File: src/rtl/tblrd_pkg.sv
package tblrd_pkg;
  typedef enum logic [1:0] {
    ST_IDLE = 2'd0,
    ST_PUSH = 2'd1,
    ST_DATA = 2'd2,
    ST_POP  = 2'd3
  } tl_state_e;

  localparam int unsigned TL_OPC_W = 3;
  localparam logic [TL_OPC_W-1:0] TL_OPC = 3'b001;
endpackage

File: src/rtl/tblrd_decode.sv
module tblrd_decode
  import tblrd_pkg::*;
#(
  parameter int unsigned INS_W  = 10,
  parameter int unsigned PAGE_W = 7
) (
  input  logic [INS_W-1:0]  ins_word,
  output logic              hit,
  output logic [PAGE_W-1:0] page
);
  assign hit  = (ins_word[INS_W-1 -: TL_OPC_W] == TL_OPC);
  assign page = ins_word[PAGE_W-1:0];
endmodule

File: src/rtl/tblrd_ctrl.sv
module tblrd_ctrl
  import tblrd_pkg::*;
(
  input  logic      clk,
  input  logic      rst_n,
  input  logic      ins_valid,
  input  logic      hit,
  output logic      ins_ready,
  output logic      start,
  output tl_state_e state
);
  tl_state_e nxt;

  assign ins_ready = (state == ST_IDLE);
  assign start     = ins_valid && ins_ready && hit;

  always_comb begin
    nxt = state;
    case (state)
      ST_IDLE: if (start) nxt = ST_PUSH;
      ST_PUSH: nxt = ST_DATA;
      ST_DATA: nxt = ST_POP;
      ST_POP:  nxt = ST_IDLE;
      default: nxt = ST_IDLE;
    endcase
  end

  always_ff @(posedge clk or negedge rst_n) begin
    if (!rst_n) state <= ST_IDLE;
    else        state <= nxt;
  end
endmodule

File: src/rtl/tblrd_unpack.sv
module tblrd_unpack #(
  parameter int unsigned ROM_W = 10,
  parameter int unsigned NIB_W = 4,
  parameter int unsigned DLO_W = 3
) (
  input  logic [ROM_W-1:0] rom_data,
  output logic [NIB_W-1:0] hi_nib,
  output logic [NIB_W-1:0] lo_nib,
  output logic [DLO_W-1:0] d_val
);
  localparam int unsigned UP_W = ROM_W - 2*NIB_W;

  assign hi_nib = rom_data[2*NIB_W-1:NIB_W];
  assign lo_nib = rom_data[NIB_W-1:0];

  generate
    if (DLO_W > UP_W) begin : g_pad
      assign d_val = {{(DLO_W-UP_W){1'b0}}, rom_data[ROM_W-1:2*NIB_W]};
    end else begin : g_trim
      assign d_val = rom_data[2*NIB_W+DLO_W-1:2*NIB_W];
    end
  endgenerate
endmodule

File: src/rtl/tblrd_seq.sv
module tblrd_seq
  import tblrd_pkg::*;
#(
  parameter int unsigned INS_W  = 10,
  parameter int unsigned PAGE_W = 7,
  parameter int unsigned NIB_W  = 4,
  parameter int unsigned DLO_W  = 3,
  parameter int unsigned ROM_W  = 10,
  parameter int unsigned SP_W   = 3,
  localparam int unsigned PC_W  = PAGE_W + DLO_W + NIB_W
) (
  input  logic              clk,
  input  logic              rst_n,
  input  logic              ins_valid,
  output logic              ins_ready,
  input  logic [INS_W-1:0]  ins_word,
  input  logic              mode_flag,
  input  logic [NIB_W-1:0]  reg_a,
  input  logic [DLO_W-1:0]  reg_d,
  input  logic [PC_W-1:0]   pc_in,
  input  logic [SP_W-1:0]   sp_in,
  input  logic [PC_W-1:0]   stk_rdata,
  input  logic [ROM_W-1:0]  rom_data,
  output logic              rom_en,
  output logic [PC_W-1:0]   rom_addr,
  output logic              stk_push,
  output logic              stk_pop,
  output logic [PC_W-1:0]   stk_wdata,
  output logic              stk_ovf,
  output logic              a_we,
  output logic [NIB_W-1:0]  a_wdata,
  output logic              b_we,
  output logic [NIB_W-1:0]  b_wdata,
  output logic              d_we,
  output logic [DLO_W-1:0]  d_wdata,
  output logic              pc_we,
  output logic [PC_W-1:0]   pc_wdata,
  output logic              done
);
  localparam logic [SP_W-1:0] SP_TOP = {SP_W{1'b1}};

  logic              hit, start, mode_q;
  logic [PAGE_W-1:0] page;
  logic [PC_W-1:0]   addr_q;
  tl_state_e         state;

  tblrd_decode #(.INS_W(INS_W), .PAGE_W(PAGE_W)) u_dec (
    .ins_word(ins_word), .hit(hit), .page(page)
  );

  tblrd_ctrl u_ctrl (
    .clk(clk), .rst_n(rst_n), .ins_valid(ins_valid), .hit(hit),
    .ins_ready(ins_ready), .start(start), .state(state)
  );

  tblrd_unpack #(.ROM_W(ROM_W), .NIB_W(NIB_W), .DLO_W(DLO_W)) u_unp (
    .rom_data(rom_data), .hi_nib(b_wdata), .lo_nib(a_wdata), .d_val(d_wdata)
  );

  always_ff @(posedge clk or negedge rst_n) begin
    if (!rst_n) begin
      addr_q <= '0;
      mode_q <= 1'b0;
    end else if (start) begin
      addr_q <= {page, reg_d, reg_a};
      mode_q <= mode_flag;
    end
  end

  assign rom_addr  = addr_q;
  assign rom_en    = (state == ST_PUSH);
  assign stk_push  = (state == ST_PUSH);
  assign stk_wdata = pc_in;
  assign stk_ovf   = stk_push && (sp_in == SP_TOP);
  assign a_we      = (state == ST_DATA);
  assign b_we      = (state == ST_DATA);
  assign d_we      = (state == ST_DATA) && mode_q;
  assign stk_pop   = (state == ST_POP);
  assign pc_we     = (state == ST_POP);
  assign pc_wdata  = stk_rdata;
  assign done      = (state == ST_POP);
endmodule

File: config.mk
export PLATFORM = sky130hd
export DESIGN_NAME = tblrd_seq
export DESIGN_NICKNAME = d
export VERILOG_FILES = /design/src/rtl/tblrd_pkg.sv /design/src/rtl/tblrd_decode.sv /design/src/rtl/tblrd_ctrl.sv /design/src/rtl/tblrd_unpack.sv /design/src/rtl/tblrd_seq.sv
export SDC_FILE = /design/constraint.sdc
export NUM_CORES = 1
export LEC_CHECK = 0
export BUFFER_PORTS_ARGS = -buffer_cell sky130_fd_sc_hd__buf_2
export CAP_MARGIN = 0
export CORE_UTILIZATION = 36
export CTS_BUF_LIST = sky130_fd_sc_hd__clkbuf_8 sky130_fd_sc_hd__clkbuf_16
export DETAILED_ROUTE_END_ITERATION = 6
export MAX_ROUTING_LAYER = met4
export PLACE_DENSITY = 0.91
export SYNTH_ARGS = -nofsm -noshare
export SYNTH_HDL_FRONTEND = slang
export SYNTH_SLANG_ARGS = --single-unit
File: constraint.sdc
create_clock -name clk -period 2.4 [get_ports clk]
set_clock_uncertainty 0.1 [all_clocks]
set_input_delay 0.48 -clock clk [delete_from_list [all_inputs] [get_ports clk]]
set_output_delay 0.48 -clock clk [all_outputs]
set_load 0.01 [all_outputs]
* Word level (Yosys, flattened, before mapping) *
Index checks and enable logic that the tools add are counted.

word-level totals
  bits in registers = 17
  logic and storage cells = 16

cells by class
  eq/ne operators = 6
  mux-type cells = 2
  reductions and logical operators = 5

operators by type and width
  operator              number
  $pmux W2 S4           1
  $eq A2 B2 Y1 const B  2
  $logic_and A1 B1 Y1   4
  $eq A3 B1 Y1 const B  1
  $eq A3 B3 Y1 const B  1
  $eq A2 B1 Y1 const B  1
  $logic_not A2 Y1      1
  $mux W2               1
  $ne A2 B2 Y1 const B  1

* Logic depth before layout (Yosys ltp) *
  depth in word-level cells = 5
  depth in mapped cells = 5
  gate-level depth less buffers = 4

* Hierarchy *
From an unflattened synthesis, not the netlist that was laid out.

unflattened totals
  cells, all modules = 101
  area, all modules = 1168.6 um^2

modules (own cells, without submodules)
  module        instances  cells each  area each (um^2)  sequential area each (um^2)
  tblrd_seq     1          69          887.1             375.4
  tblrd_ctrl    1          12          130.1             50.0
  tblrd_unpack  1          12          86.3              0.0
  tblrd_decode  1          8           65.1              0.0

* Least setup slack after synthesis *
No wires, ideal clock.

  path kind = input to register
  start = input ins_word[9]
  end = register mode_q
  arrival time = 1.318 ns
  setup slack = 0.857 ns
  cell stages on the path = 4
  buffers on the path = 1
  cell sequence = and4bb_2 > nand2_4 > buf_6 > mux2_4

between the ends
  word-level cells in the longest chain between the ends = 2

ends and longest elaborated chain
  item                  RTL line            text
  from (decl)           tblrd_seq.sv:16     input logic [INS_W-1:0] ins_word,
  $eq A3 B1 Y1          tblrd_decode.sv:11  assign hit = (ins_word[INS_W-1 -: TL_OPC_W] == TL_OPC);
  $logic_and A1 B1 Y1   tblrd_ctrl.sv:15    assign start = ins_valid && ins_ready && hit;
  to (signal assigned)  tblrd_seq.sv:66     mode_q <= mode_flag;
  to (decl)             tblrd_seq.sv:42     logic hit, start, mode_q;

Every way passes these cells.
A chain may end at the register's enable or synchronous reset.

* Final worst setup path *
  start = register u_ctrl.state[1]
  end = output stk_ovf

between the ends
  word-level cells in the longest chain between the ends = 2

ends and longest elaborated chain
  item                    RTL line          text
  from (decl)             tblrd_ctrl.sv:10  output tl_state_e state
  from (signal assigned)  tblrd_ctrl.sv:30  else state <= nxt;
  $eq A2 B1 Y1            tblrd_seq.sv:72   assign stk_push = (state == ST_PUSH);
  $logic_and A1 B1 Y1     tblrd_seq.sv:74   assign stk_ovf = stk_push && (sp_in == SP_TOP);
  to (decl)               tblrd_seq.sv:29   output logic stk_ovf,

Every way passes these cells.

==> impl_metrics.ini <==
[outcome]
status = finished, violations left
violations = design-rule violations

[detailed_routing]
drt-wirelength-per-cell_um = 16.3
detailroute.via_count = 599
post_drt_via_cell_ratio = 4.61
post_route_ant_nets = 0
drt_iter0_drc = 21
drt_pass1_iterations = 7
detail_route.wirelength_mm = 2.12
remaining_drc_errors = 10

[die]
design.die.area_sq_um = 3310
coreArea_sq_um = 2830
initial_core_util_pct = 39.2
std_cell_rows = 19
die_h_um = 57.5
die_x_um = 57.5
ios = 125

[global_route]
vias_in_the_first_global_route = 639
pin_count_of_the_biggest_net_entering_global_routing = 18
grt_pass1_wl_mm = 2.97
grt_use_total_pct = 12.7
number_of_antenna_violations_at_the_first_check_in_global_routing = 0
overflow = 0

[timing]
finalHoldViolCount = 0
report.final.slew_viol_count = 0
tns_ps = 0
finalWorstPathRequiredPeriod_ps = 1840
f_max_mhz = 543
grt_setup_unrepaired = false
period_share_pct = 76.8
setup_violations = 0

[power_and_ir_drop]
ir_drop_mv = 0.593
combPwrFrac_pct = 46.0
cellInternalPower_mw = 0.875
fraction_of_power_spent_switching_nets_pct = 34.6
report.power.total_mw = 1.34
seqPwrFrac_pct = 38.4
power.net_switching_mw = 0.462
p_leak_nw = 0.653
power_density_nw_per_um2 = 1220
clock_power_share_pct = 15.6

[setup_path]
worstSetupStartpointType = flip-flop
timing.critical_path.slowest_stage_cell = dfrtp_1
cp_slowest_stage_delay_ps = 390
path_cells = inv_1 -> ha_1 -> and4_1 -> buf_2
endpoint_kind = output port
rr_startpoint = u_ctrl.state[0]
worstPathBufferInverterCount = 2
path_class = reg2out
critical-path-top-delay-family = flip-flops
required_ps = 1820
critical_path.startpoint = u_ctrl.state[1]
crit_fanout = 4
worst-endpoint-arrival_ps = 1260

[clock_network]
max-clock-path-buffers = 2
cts_root_buf = clkbuf_8
cts_hold_buf = 0
clock_sink_count = 17
tritoncts = done
cts_setup_buffers = 0
worst_setup_hold_path_clk_slew_ps = 60
clock_buffers_created_by_tritoncts = 3
htree_levels = 1
clock_insertion_delay_worst_skew_ps = 250
number_of_gates_given_a_new_drive_strength_after_cts = 0

[final_layout]
antenna_cells = 0
layout.cell_area.non_filler_sq_um = 1100
drive_above_1_share_pct = 68.7
nets = 167
flow.area_growth_from_synthesis_pct = -1.24

[place]
gp_routability_congestion = 0.665
placement.cell_area_sq_um = 1050
place_hpwl_mm = 1.76
io_buffers = 47

[synthesis]
synth.distinct_cells = 16
post-synth-top-area-fraction_pct = 38.3
ys_warn_count = 0
syn-instance-count = 92
yosys_register_bits = 17
netlist.top_cell.by_area = dfrtp_1
yosysSeqAreaShare_pct = 38.3
postSynthNetCount = 159
syn-mean-instance-area_sq_um = 12.1
post_synth_instance_area_sq_um = 1110
yosys-top-cells-area = dfrtp_1 38%, buf_4 29%, mux2_4 14%

[min_path]
worst_hold_path_type = in2async

[flow_run]
max_cap_violations = 0
-- cell families (layout without fill, tap and decap cells) --
logic type	after synthesis	count (layout)	share of synthesized area (%)
buffers and inverters	46	53	30.8
muxes	17	17	20.5
DFF	17	17	38.3
and+or+nand+nor	6	6	4.40
adders and majority gates	5	5	5.64
other	1	1	0.338
-- metal layers --
metal,global-route usage [%],vias up,wire length [um]
met5,-,-,0
met4,7.67,0,65
met3,4.99,12,331
met2,22.6,59,1140
met1,11.1,265,586
li1,-,263,-
-- per-stage QoR --
stage | worst slack [ps] | std cells | hold slack (ps) | util (%)
2_1_floorplan | 857 | 92 | 84.4 | -
3_3_place_gp | 765 | 126 | 301 | 37.1
3_5_place_dp | 735 | 126 | 313 | 37.1
4_1_cts | 535 | 130 | 39.6 | 38.7
5_1_grt | 464 | 130 | 44.8 | 38.7
6_report | 557 | 130 | 29.8 | 38.7
-- path summary, 6_finish.rpt --
check	slack [ps]	to	cells after the start
worst min register to register	400	rom_addr[3]	1
worst min-delay path	30	rom_addr[8]	1
max in group asynchronous	1910	rom_addr[3]	1
worst max-delay path	560	stk_ovf	4
min in group clk	360	rom_addr[12]	2
worst max register to register	840	rom_addr[3]	4
-- synthesized netlist by cell type --
library cell   n
mux2i_1        1
nand2_4        1
and4_1         1
buf_4         43
mux2_1         1
conb_1         1
buf_6          1
and2_1         1
ha_1           5
and4bb_2       1
dfrtp_1       17
nor2_1         1
mux2_4        10
nand2b_1       1
mux2_2         5
inv_1          2
-- power by group through the flow --
stage	clock, mW	sequential (mW)	combinational (mW)
finish	0.208	0.514	0.614
global route	0.237	0.531	0.670
CTS	0.215	0.517	0.628
detailed placement	0	0.513	0.629
global placement	0	0.506	0.601
floorplan	0	0.558	0.434
-- placed cells by master (no fill, tap or decap) --
cell type   n
nor2_1      1
mux2_4     10
conb_1      1
nand2_4     1
inv_1       2
buf_2      47
nand2b_1    1
clkinv_2    1
ha_1        5
and4_1      1
clkbuf_8    3
mux2_2      5
dfrtp_1    17
mux2_1      1
mux2i_1     1
and4bb_2    1
and2_1      1
-- final cells by class --
type                       instances  area, sq um
timing repair buffer              47          235
inverter                           2         7.51
multi-input combinational         29          343
clock inverter                     1         5.00
fill                             275         1730
tap                               31         38.8
clock buffer                       3         41.3
sequential                        17          425
-- state kept, by name (all words and copies together), names as in the netlist --
| register | count |
|---|---|
| rom_addr | 14 |
| mode_q | 1 |
| u_ctrl.state | 2 |
Note: power is estimated with default switching activity, not from simulation.
